$ cat config.mk
export PLATFORM = sky130hd
export DESIGN_NAME = uart_rxq
export DESIGN_NICKNAME = d
export VERILOG_FILES = /design/src/rtl/uart_rxq_pkg.sv /design/src/rtl/uart_rxq_store.sv /design/src/rtl/uart_rxq_sts.sv /design/src/rtl/uart_rxq_ctrl.sv /design/src/rtl/uart_rxq.sv
export SDC_FILE = /design/constraint.sdc
export NUM_CORES = 1
export LEC_CHECK = 0
export ABC_AREA = 0
export BUFFER_PORTS_ARGS = -buffer_cell sky130_fd_sc_hd__buf_2
export CORE_MARGIN = 5
export CORE_UTILIZATION = 50
export CTS_BUF_LIST = sky130_fd_sc_hd__clkbuf_4 sky130_fd_sc_hd__clkbuf_8
export DETAILED_ROUTE_END_ITERATION = 8
export GPL_ROUTABILITY_DRIVEN = 0
export GPL_TIMING_DRIVEN = 0
export PLACE_DENSITY = 0.75
export SLEW_MARGIN = 30
export SYNTH_ARGS = -nofsm -noshare
export SYNTH_HDL_FRONTEND = slang
export SYNTH_SLANG_ARGS = --single-unit
$ cat constraint.sdc
create_clock -name clk_i -period 3.88 [get_ports clk_i]
set_input_delay 0.582 -clock clk_i [delete_from_list [all_inputs] [get_ports clk_i]]
set_output_delay 0.582 -clock clk_i [all_outputs]
set_load 0.01 [all_outputs]
$ cat src/rtl/uart_rxq_pkg.sv
package uart_rxq_pkg;
  localparam int unsigned RXQ_DEPTH  = 16;
  localparam int unsigned RXQ_DATA_W = 8;
  localparam int unsigned RXQ_STS_W  = 3;

  // Break word: top status bit set, all data bits clear.
  function automatic logic [RXQ_DATA_W+RXQ_STS_W-1:0] brk_word();
    logic [RXQ_DATA_W+RXQ_STS_W-1:0] w;
    w = '0;
    w[RXQ_DATA_W+RXQ_STS_W-1] = 1'b1;
    return w;
  endfunction
endpackage

$ cat src/rtl/uart_rxq_store.sv
module uart_rxq_store #(
  parameter int unsigned DEPTH  = 16,
  parameter int unsigned WORD_W = 11,
  localparam int unsigned PTR_W = $clog2(DEPTH)
) (
  input  logic              clk_i,
  input  logic              rst_ni,
  input  logic              we_i,
  input  logic [PTR_W-1:0]  wptr_i,
  input  logic [WORD_W-1:0] wdata_i,
  input  logic [PTR_W-1:0]  rptr_i,
  output logic [WORD_W-1:0] rdata_o
);
  logic [WORD_W-1:0] mem_q [DEPTH];

  for (genvar g = 0; g < DEPTH; g++) begin : g_ent
    always_ff @(posedge clk_i or negedge rst_ni) begin
      if (!rst_ni)                                 mem_q[g] <= '0;
      else if (we_i && wptr_i == PTR_W'(g))        mem_q[g] <= wdata_i;
    end
  end

  assign rdata_o = mem_q[rptr_i];

  AST_WR_LANDS: assert property (@(posedge clk_i) disable iff (!rst_ni)
    we_i |=> mem_q[$past(wptr_i)] == $past(wdata_i)) else $error("AST_WR_LANDS");
endmodule

$ cat src/rtl/uart_rxq_sts.sv
module uart_rxq_sts #(
  parameter int unsigned DATA_W = 8,
  parameter int unsigned STS_W  = 3,
  localparam int unsigned WORD_W = DATA_W + STS_W
) (
  input  logic              clk_i,
  input  logic              rst_ni,
  input  logic              load_i,
  input  logic              clr_i,
  input  logic [WORD_W-1:0] word_i,
  output logic [STS_W-1:0]  sts_o
);
  logic [STS_W-1:0] sts_q;

  // A pop outranks a clear in the same cycle.
  always_ff @(posedge clk_i or negedge rst_ni) begin
    if (!rst_ni)     sts_q <= '0;
    else if (load_i) sts_q <= word_i[WORD_W-1:DATA_W];
    else if (clr_i)  sts_q <= '0;
  end

  assign sts_o = sts_q;

  AST_STS_CLR: assert property (@(posedge clk_i) disable iff (!rst_ni)
    (clr_i && !load_i) |=> sts_o == '0) else $error("AST_STS_CLR");
  AST_STS_LOAD: assert property (@(posedge clk_i) disable iff (!rst_ni)
    load_i |=> sts_o == $past(word_i[WORD_W-1:DATA_W])) else $error("AST_STS_LOAD");
endmodule

$ cat src/rtl/uart_rxq_ctrl.sv
module uart_rxq_ctrl #(
  parameter int unsigned DEPTH = 16,
  localparam int unsigned PTR_W = $clog2(DEPTH),
  localparam int unsigned CNT_W = $clog2(DEPTH + 1)
) (
  input  logic             clk_i,
  input  logic             rst_ni,
  input  logic             fifo_en_i,
  input  logic [CNT_W-1:0] trig_i,
  input  logic             push_req_i,
  input  logic             pop_i,
  output logic             we_o,
  output logic [PTR_W-1:0] wptr_o,
  output logic [PTR_W-1:0] rptr_o,
  output logic             pop_eff_o,
  output logic             empty_o,
  output logic             full_o,
  output logic             ready_o,
  output logic             irq_o
);
  logic             en_q, full_q, irq_q;
  logic [CNT_W-1:0] cnt_q, cnt_d, lim;
  logic [PTR_W-1:0] rd_q, rd_d;
  logic [PTR_W:0]   wsum;
  logic             flush, push_acc, pop_dec, irq_set, irq_clr;

  assign flush    = fifo_en_i != en_q;
  assign lim      = en_q ? CNT_W'(DEPTH) : CNT_W'(1);
  assign ready_o  = !flush && (cnt_q < lim);
  assign push_acc = push_req_i && ready_o;
  assign pop_eff_o = pop_i && !flush;
  assign pop_dec  = pop_eff_o && (cnt_q != '0);

  assign wsum   = {1'b0, rd_q} + (PTR_W+1)'(cnt_q);
  assign wptr_o = (wsum >= (PTR_W+1)'(DEPTH)) ? PTR_W'(wsum - (PTR_W+1)'(DEPTH)) : PTR_W'(wsum);
  assign we_o   = push_acc;
  assign rptr_o = rd_q;

  always_comb begin
    cnt_d = cnt_q;
    if (push_acc) cnt_d = cnt_d + CNT_W'(1);
    if (pop_dec)  cnt_d = cnt_d - CNT_W'(1);
    rd_d = rd_q;
    if (pop_dec) rd_d = (rd_q == PTR_W'(DEPTH - 1)) ? '0 : rd_q + PTR_W'(1);
  end

  assign irq_set = push_acc && (cnt_d == trig_i);
  assign irq_clr = pop_eff_o && (cnt_d == trig_i - CNT_W'(1));

  always_ff @(posedge clk_i or negedge rst_ni) begin
    if (!rst_ni) begin
      en_q   <= 1'b0;
      cnt_q  <= '0;
      rd_q   <= '0;
      full_q <= 1'b0;
      irq_q  <= 1'b0;
    end else if (flush) begin
      en_q   <= fifo_en_i;
      cnt_q  <= '0;
      rd_q   <= '0;
      full_q <= 1'b0;
      irq_q  <= 1'b0;
    end else begin
      cnt_q <= cnt_d;
      rd_q  <= rd_d;
      if (push_acc)   full_q <= !en_q || (cnt_d == CNT_W'(DEPTH));
      else if (pop_i) full_q <= 1'b0;
      if (irq_set)      irq_q <= 1'b1;
      else if (irq_clr) irq_q <= 1'b0;
    end
  end

  assign empty_o = cnt_q == '0;
  assign full_o  = full_q;
  assign irq_o   = irq_q;

  AST_FULL_NOT_READY: assert property (@(posedge clk_i) disable iff (!rst_ni)
    full_q |-> !ready_o) else $error("AST_FULL_NOT_READY");
  AST_DROP_HOLDS: assert property (@(posedge clk_i) disable iff (!rst_ni)
    (push_req_i && !ready_o && !pop_i && !flush) |=> $stable(cnt_q)) else $error("AST_DROP_HOLDS");
  AST_POP_CLR_FULL: assert property (@(posedge clk_i) disable iff (!rst_ni)
    (pop_i && !push_acc) |=> !full_q) else $error("AST_POP_CLR_FULL");
  AST_FLUSH: assert property (@(posedge clk_i) disable iff (!rst_ni)
    flush |=> (cnt_q == '0 && rd_q == '0 && !full_q && !irq_q)) else $error("AST_FLUSH");
  AST_BOTH_HOLD: assert property (@(posedge clk_i) disable iff (!rst_ni)
    (push_acc && pop_eff_o && cnt_q != '0) |=> $stable(cnt_q)) else $error("AST_BOTH_HOLD");
  AST_CNT_BOUND: assert property (@(posedge clk_i) disable iff (!rst_ni)
    cnt_q <= lim) else $error("AST_CNT_BOUND");
endmodule

$ cat src/rtl/uart_rxq.sv
module uart_rxq
  import uart_rxq_pkg::*;
#(
  parameter int unsigned DEPTH  = RXQ_DEPTH,
  parameter int unsigned DATA_W = RXQ_DATA_W,
  parameter int unsigned STS_W  = RXQ_STS_W,
  localparam int unsigned WORD_W = DATA_W + STS_W,
  localparam int unsigned PTR_W  = $clog2(DEPTH),
  localparam int unsigned CNT_W  = $clog2(DEPTH + 1)
) (
  input  logic              clk_i,
  input  logic              rst_ni,
  input  logic              fifo_en_i,
  input  logic [CNT_W-1:0]  trig_i,
  input  logic              push_i,
  input  logic              brk_i,
  input  logic [WORD_W-1:0] push_word_i,
  input  logic              pop_i,
  input  logic              sts_clr_i,
  output logic [WORD_W-1:0] pop_word_o,
  output logic [STS_W-1:0]  sts_o,
  output logic              empty_o,
  output logic              full_o,
  output logic              ready_o,
  output logic              rx_irq_o
);
  logic              we, pop_eff;
  logic [PTR_W-1:0]  wptr, rptr;
  logic [WORD_W-1:0] wdata, rdata;
  logic [WORD_W-1:0] brk_val;

  always_comb begin
    brk_val = '0;
    brk_val[WORD_W-1] = 1'b1;
  end

  assign wdata = brk_i ? brk_val : push_word_i;

  uart_rxq_ctrl #(.DEPTH(DEPTH)) u_ctrl (
    .clk_i      (clk_i),
    .rst_ni     (rst_ni),
    .fifo_en_i  (fifo_en_i),
    .trig_i     (trig_i),
    .push_req_i (push_i | brk_i),
    .pop_i      (pop_i),
    .we_o       (we),
    .wptr_o     (wptr),
    .rptr_o     (rptr),
    .pop_eff_o  (pop_eff),
    .empty_o    (empty_o),
    .full_o     (full_o),
    .ready_o    (ready_o),
    .irq_o      (rx_irq_o)
  );

  uart_rxq_store #(.DEPTH(DEPTH), .WORD_W(WORD_W)) u_store (
    .clk_i   (clk_i),
    .rst_ni  (rst_ni),
    .we_i    (we),
    .wptr_i  (wptr),
    .wdata_i (wdata),
    .rptr_i  (rptr),
    .rdata_o (rdata)
  );

  uart_rxq_sts #(.DATA_W(DATA_W), .STS_W(STS_W)) u_sts (
    .clk_i  (clk_i),
    .rst_ni (rst_ni),
    .load_i (pop_eff),
    .clr_i  (sts_clr_i),
    .word_i (rdata),
    .sts_o  (sts_o)
  );

  assign pop_word_o = rdata;

  AST_BRK_WORD: assert property (@(posedge clk_i) disable iff (!rst_ni)
    (brk_i && ready_o && empty_o) |=> pop_word_o == brk_val) else $error("AST_BRK_WORD");
  AST_PUSH_NONEMPTY: assert property (@(posedge clk_i) disable iff (!rst_ni)
    ((push_i || brk_i) && ready_o && !pop_i) |=> !empty_o) else $error("AST_PUSH_NONEMPTY");
endmodule

==> results.py, run 1 <==
metrics = {
    "global_route": {
        "grt_pass1_wl_mm": 36.38,
        "number_of_antenna_violations_at_the_first_check_in_global_routing": 1,
        "vias_in_the_first_global_route": 6419,
        "grt_use_total_pct": 23.48,
        "global_route.overflow_total": 0,
        "largest_net_degree_at_the_start_of_global_routing": 76,
    },
    "final_layout": {
        "leading_cell_types_in_the_layout_fill_and_taps_excluded": "sky130_fd_sc_hd__dfrtp_1 (191), sky130_fd_sc_hd__nand2_1 (108), sky130_fd_sc_hd__o21ai_0 (94), sky130_fd_sc_hd__mux2_2 (81), sky130_fd_sc_hd__mux4_2 (55)",
        "finish.utilization_pct": 56.21,
        "syn2layout_area_growth_pct": 10.97,
        "mostFrequentLayoutCell": "sky130_fd_sc_hd__dfrtp_1",
        "n_antenna_cell": 0,
        "finish.net_count": 827,
        "drive_gt1_share_pct": 28.25,
    },
    "placed_design": {
        "place.port_buffers": 40,
        "hpwl_mm": 16.28,
        "place_worst_setup_slack_ps": -55.41,
    },
    "synthesis": {
        "yosysSeqAreaShare_pct": 52.71,
        "count_of_flip_flops_with_a_built_in_enable_after_synthesis": 0,
        "syn-num-nets": 766,
        "yosysTopAreaCellShare_pct": 52.71,
        "syn_area_per_cell_um2": 12.37,
        "synth.yosys.warnings": 0,
        "post_synth_instance_area_mm2": 0.009067,
        "ys_ff_latch": 191,
        "synthArstFlopShare_pct": 100.0,
        "netlist_instances": 733,
        "synth.distinct_cells": 47,
        "synth.area.top_cells": "sky130_fd_sc_hd__dfrtp_1 (53%), sky130_fd_sc_hd__mux4_2 (14%), sky130_fd_sc_hd__mux2_2 (10%)",
        "post_synth_top_area_cell": "sky130_fd_sc_hd__dfrtp_1",
        "ys_dominant_reg_cell": "sky130_fd_sc_hd__dfrtp_1",
    },
    "setup_path": {
        "cp-end-kind": "primary output",
        "path_class": "flop to primary output",
        "worst-path-max-fanout": 10,
        "worstPathArrival_ps": 3160,
        "start_kind": "flop",
        "worst-endpoint-required_ps": 3300,
    },
    "power": {
        "p_per_area_mw_per_mm2": 588.8,
        "static-leakage-power_nw": 4.530,
        "peakVddDrop_mv": 0.3546,
        "p_total_mw": 5.924,
    },
    "clocking": {
        "cts_tree": "yes",
        "clockBufferDepth": 2,
        "clkTransAtPathRegs_ps": 110,
        "cts_max_level": 4,
        "clkLatencyLatePin_ps": 490,
        "numCtsBuffers": 17,
        "cts_sinks": 191,
        "cts_root_buffer": "sky130_fd_sc_hd__clkbuf_8",
        "number_of_buffers_added_to_fix_hold_violations_after_cts": 0,
    },
    "sta": {
        "finalMaxSlewViolations": 0,
        "final.min_clock_period_ps": 3739,
        "worst-slew-pin-transition_ps": 863.4,
        "setup_viol": 0,
        "final.setup.worst_slack_ps": 141.0,
        "max_freq_mhz": 267.5,
        "fin_worst_hold_slack_ps": 38.92,
        "rsz0062_at_grt": "no",
        "fin_crit_sh_pct": 96.37,
        "hold_viol": 0,
        "final_layout_setup_total_negative_slack_ps": 0,
        "timing.clock.skew_ps": 18.44,
        "maxSlewHeadroom_pct": 42.44,
    },
    "floorplanning": {
        "io_pins": 41,
        "die_area_mm2": 0.02093,
        "die_h_um": 144.7,
        "initial_utilization_pct": 50.65,
        "fp-row-count": 49,
        "dieWidth_um": 144.7,
        "design.core.area_mm2": 0.01790,
    },
    "drt": {
        "drtPass1Iterations": 5,
        "drtAntennaViolNets": 0,
        "routed_via_density": 6.082,
        "dr.first_iter.drc_count": 683,
        "detailroute.via_count": 6301,
        "route.final.wire_length_mm": 23.11,
        "drc": 0,
        "wl_per_instance_um": 22.31,
    },
    "run": {
        "maxCapViolCount": 0,
    },
    "min_path": {
        "hp-class": "input pin to async pin",
    },
    "status": {
        "run_status": "finished clean",
    },
}
[per-layer routing]
metal  track usage, %  wire length, um  vias to the layer above
met5                0                7                        -
met1            32.67             9630                     3238
met2            36.84            11110                      267
li1                 -                -                     2754
met4            6.971              463                        2
met3            6.211             1896                       40
[cell type report]
type                       instances  area, um^2
clock buffer                      17       234.0
tap                              229       286.5
timing repair buffer              42       265.3
clock inverter                    15       187.7
buffer                            45       200.2
multi-input combinational        487        4071
sequential                       191        4780
fill                            1461        7840
inverter                          10       37.54
[cell usage after synthesis (7+ instances only)]
cell                       instances
sky130_fd_sc_hd__nand2_1         108
sky130_fd_sc_hd__a21oi_1          11
sky130_fd_sc_hd__inv_1            10
sky130_fd_sc_hd__nor2b_1          10
sky130_fd_sc_hd__nor2_1           32
sky130_fd_sc_hd__nand2b_1         16
sky130_fd_sc_hd__xor2_1            9
sky130_fd_sc_hd__ha_1              9
sky130_fd_sc_hd__xnor2_1           7
sky130_fd_sc_hd__nor3_1            7
sky130_fd_sc_hd__nand3_1           7
sky130_fd_sc_hd__clkbuf_1         37
sky130_fd_sc_hd__mux4_2           55
sky130_fd_sc_hd__mux2_2           81
sky130_fd_sc_hd__o21ai_0          94
sky130_fd_sc_hd__dfrtp_1         191
[critical path, cell delays in order (launching register included)]
cell and delay [ps]:
sky130_fd_sc_hd__dfrtp_1 490, sky130_fd_sc_hd__clkdlybuf4s15_2 500, sky130_fd_sc_hd__buf_2 430, sky130_fd_sc_hd__mux4_2 610
sky130_fd_sc_hd__mux4_2 490, sky130_fd_sc_hd__buf_2 160
[registers in the layout, summed over array words and instances, names as in the netlist]
signal,count
u_ctrl.full_o,1
u_sts.sts_o,3
u_store.mem_q,176
u_ctrl.rptr_o,4
u_ctrl.irq_o,1
u_ctrl.cnt_q,5
u_ctrl.en_q,1
[repair_timing]
action / CTS / global route
gates cloned: 0 / 0
resized for setup: 10 / 3
buffers inserted: 0 / 0
endpoints found under the setup margin: 8 / 8
[power by group]
group          internal [mW]  switching (mW)  total (mW)
clock network          0.553           0.824        1.38
logic                  0.857            1.04        1.89
registers               2.40           0.256        2.65
total                   3.81            2.12        5.92
[final timing paths]
kind                                     from            endpoint  slack, ps  cells past startpoint
setup / recovery             u_ctrl.rptr_o[0]       pop_word_o[3]        140                      5
hold / removal                         rst_ni   u_store.mem_q[69]         40                      1
setup reg to reg                  u_ctrl.en_q        u_ctrl.irq_o        370                     12
hold reg to reg            u_store.mem_q[100]  u_store.mem_q[100]        490                      2
max in group asynchronous              rst_ni   u_store.mem_q[96]       2790                      3
min in group clk_i                  fifo_en_i         u_ctrl.en_q        360                      2
[per-stage QoR]
step                instance area, um^2  instances
finish                            10060       1036
global route                      10060       1036
global placement                   9554       1002
floorplan                          9067        733
detailed placement                 9620       1004
CTS                               10060       1036
[cells by family (layout without fill, tap and decap cells)]
kind of cell	Yosys count	after routing	share of synthesized area, %
AO/OA/AOI/OAI	121	121	7.258
XOR/XNOR	19	19	2.249
adder cells (fa/ha/maj)	10	10	1.463
buffers and inverters	55	129	2.387
flip-flops	191	191	52.71
multiplexers	139	139	24.05
AND/OR/NAND/NOR	198	198	9.880
No activity file was read; power rests on OpenSTA's default activity.
==> run 2: changes to the inputs <==
- BUFFER_PORTS_ARGS: -buffer_cell sky130_fd_sc_hd__buf_2 -> -buffer_cell sky130_fd_sc_hd__clkbuf_2
==> results.py, run 2 (same netlist as run 1, synthesis figures left out) <==
metrics = {
    "sta": {
        "rsz0062_at_grt": "no",
        "final.min_clock_period_ps": 3677,
        "timing.clock.skew_ps": 16.09,
        "fin_worst_hold_slack_ps": 366.3,
        "max_freq_mhz": 272.0,
        "final_layout_setup_total_negative_slack_ps": 0,
        "maxSlewHeadroom_pct": 43.64,
        "fin_crit_sh_pct": 94.76,
        "final.setup.worst_slack_ps": 203.5,
        "worst-slew-pin-transition_ps": 845.5,
        "hold_viol": 0,
        "finalMaxSlewViolations": 0,
        "setup_viol": 0,
    },
    "placed_design": {
        "place_area_mm2": 0.009620,
        "placedCellCount": 1004,
        "place_worst_setup_slack_ps": 168.4,
        "hpwl_mm": 16.05,
        "place.port_buffers": 40,
    },
    "clocking": {
        "cts_tree": "yes",
        "clockBufferDepth": 2,
        "cts_root_buffer": "sky130_fd_sc_hd__clkbuf_8",
        "cts_max_level": 4,
        "clkLatencyLatePin_ps": 490,
        "clkTransAtPathRegs_ps": 100,
        "post_cts_buffers": 0,
        "cts_sinks": 191,
        "numCtsBuffers": 17,
    },
    "global_route": {
        "grt_use_total_pct": 23.38,
        "global_route.overflow_total": 0,
        "grt_pass1_wl_mm": 36.34,
        "vias_in_the_first_global_route": 6427,
        "largest_net_degree_at_the_start_of_global_routing": 82,
        "number_of_antenna_violations_at_the_first_check_in_global_routing": 1,
    },
    "floorplanning": {
        "initial_utilization_pct": 50.65,
        "die_h_um": 144.7,
        "io_pins": 41,
        "dieWidth_um": 144.7,
        "fp-row-count": 49,
        "die_area_mm2": 0.02093,
        "design.core.area_mm2": 0.01790,
    },
    "min_path": {
        "hold_path_depth": 2,
        "hp-class": "input pin to flop",
    },
    "drt": {
        "detailroute.via_count": 6373,
        "dr.first_iter.drc_count": 623,
        "routed_via_density": 6.146,
        "route.final.wire_length_mm": 22.87,
        "drtPass1Iterations": 8,
        "drtAntennaViolNets": 0,
        "drc": 0,
        "wl_per_instance_um": 22.06,
    },
    "final_layout": {
        "finish.net_count": 828,
        "leading_cell_types_in_the_layout_fill_and_taps_excluded": "sky130_fd_sc_hd__dfrtp_1 (191), sky130_fd_sc_hd__nand2_1 (108), sky130_fd_sc_hd__o21ai_0 (94), sky130_fd_sc_hd__mux2_2 (81), sky130_fd_sc_hd__mux4_2 (55)",
        "drive_gt1_share_pct": 28.09,
        "mostFrequentLayoutCell": "sky130_fd_sc_hd__dfrtp_1",
        "n_antenna_cell": 0,
        "syn2layout_area_growth_pct": 10.57,
        "area_of_combinational_cells_with_multiple_inputs_mm2": 0.004071,
        "seq_cell_area_mm2": 0.004780,
        "finalInstanceArea_mm2": 0.01003,
        "largest_register_ffs": 176,
        "instances_no_fill": 1037,
        "filler_cell_count": 1502,
        "largest_register": "u_store.mem_q",
    },
    "setup_path": {
        "cp-end-kind": "primary output",
        "critPathBufInv": 3,
        "worst-endpoint-required_ps": 3300,
        "worstSetupPathDepth": 5,
        "worst_path_max_delay_cell": "sky130_fd_sc_hd__mux4_2",
        "cp_delay_by_family_top": "multiplexers",
        "worstPathArrival_ps": 3090,
        "path_class": "flop to primary output",
        "worst-path-max-fanout": 10,
        "timing.reg2reg.worst_path_depth": 12,
        "cp_slowest_stage_delay_ps": 600,
        "start_kind": "flop",
        "path_cells": "buf_2 > buf_2 > mux4_2 > mux4_2 > clkbuf_2",
    },
    "run": {
        "maxCapViolCount": 0,
    },
    "power": {
        "p_per_area_mw_per_mm2": 580.3,
        "static-leakage-power_nw": 4.518,
        "peakVddDrop_mv": 0.3726,
    },
    "status": {
        "run_status": "finished clean",
    },
}
[run 2: worst paths after layout]
| kind | startpoint | end | slack (ps) |
|---|---|---|---|
| min | fifo_en_i | u_ctrl.en_q | 370 |
| max | u_ctrl.rptr_o[0] | pop_word_o[2] | 200 |
| max in group asynchronous | rst_ni | u_ctrl.rptr_o[1] | 2640 |
| min in group asynchronous | rst_ni | u_store.mem_q[58] | 550 |
| min reg2reg | u_store.mem_q[148] | u_store.mem_q[148] | 490 |
| max reg2reg | u_ctrl.en_q | u_ctrl.irq_o | 340 |
[run 2: where the power goes]
part / total [mW] / internal [mW] / switching (mW)
Clock: 1.29 / 0.487 / 0.800
Combinational: 1.88 / 0.851 / 1.03
Sequential: 2.65 / 2.40 / 0.252
[run 2: per-stage QoR]
stage	power, mW	utilization, %
2_1_floorplan	3.922	-
3_3_place_gp	4.463	53.37
3_5_place_dp	4.552	53.74
4_1_cts	5.822	56.00
5_1_grt	6.174	56.00
6_report	5.818	56.00
[run 2: what timing repair did]
item | in CTS | in global routing
hold buffers | 1 | 0
hold endpoints to repair | 26 | 0
gates resized for setup | 4 | 0
setup endpoints to repair | 8 | 0
[run 2: final cells by class]
type                       count  area share, %
sequential                   191          47.67
multi-input combinational    487          40.61
buffer                        45          1.872
clock buffer                  18          2.409
timing repair buffer          43          2.733
inverter                      10         0.3744
tap                          229          2.858
clock inverter                14          1.473
[run 2: per-layer routing]
layer	GRT usage (%)	share of wire (%)	vias to the layer above	routed length, um
met2	36.70	48	271	11050
met4	7.658	2.3	2	536
li1	-	-	2762	-
met1	32.62	41	3293	9406
met5	0	0.031	-	7
met3	5.521	8.2	45	1878
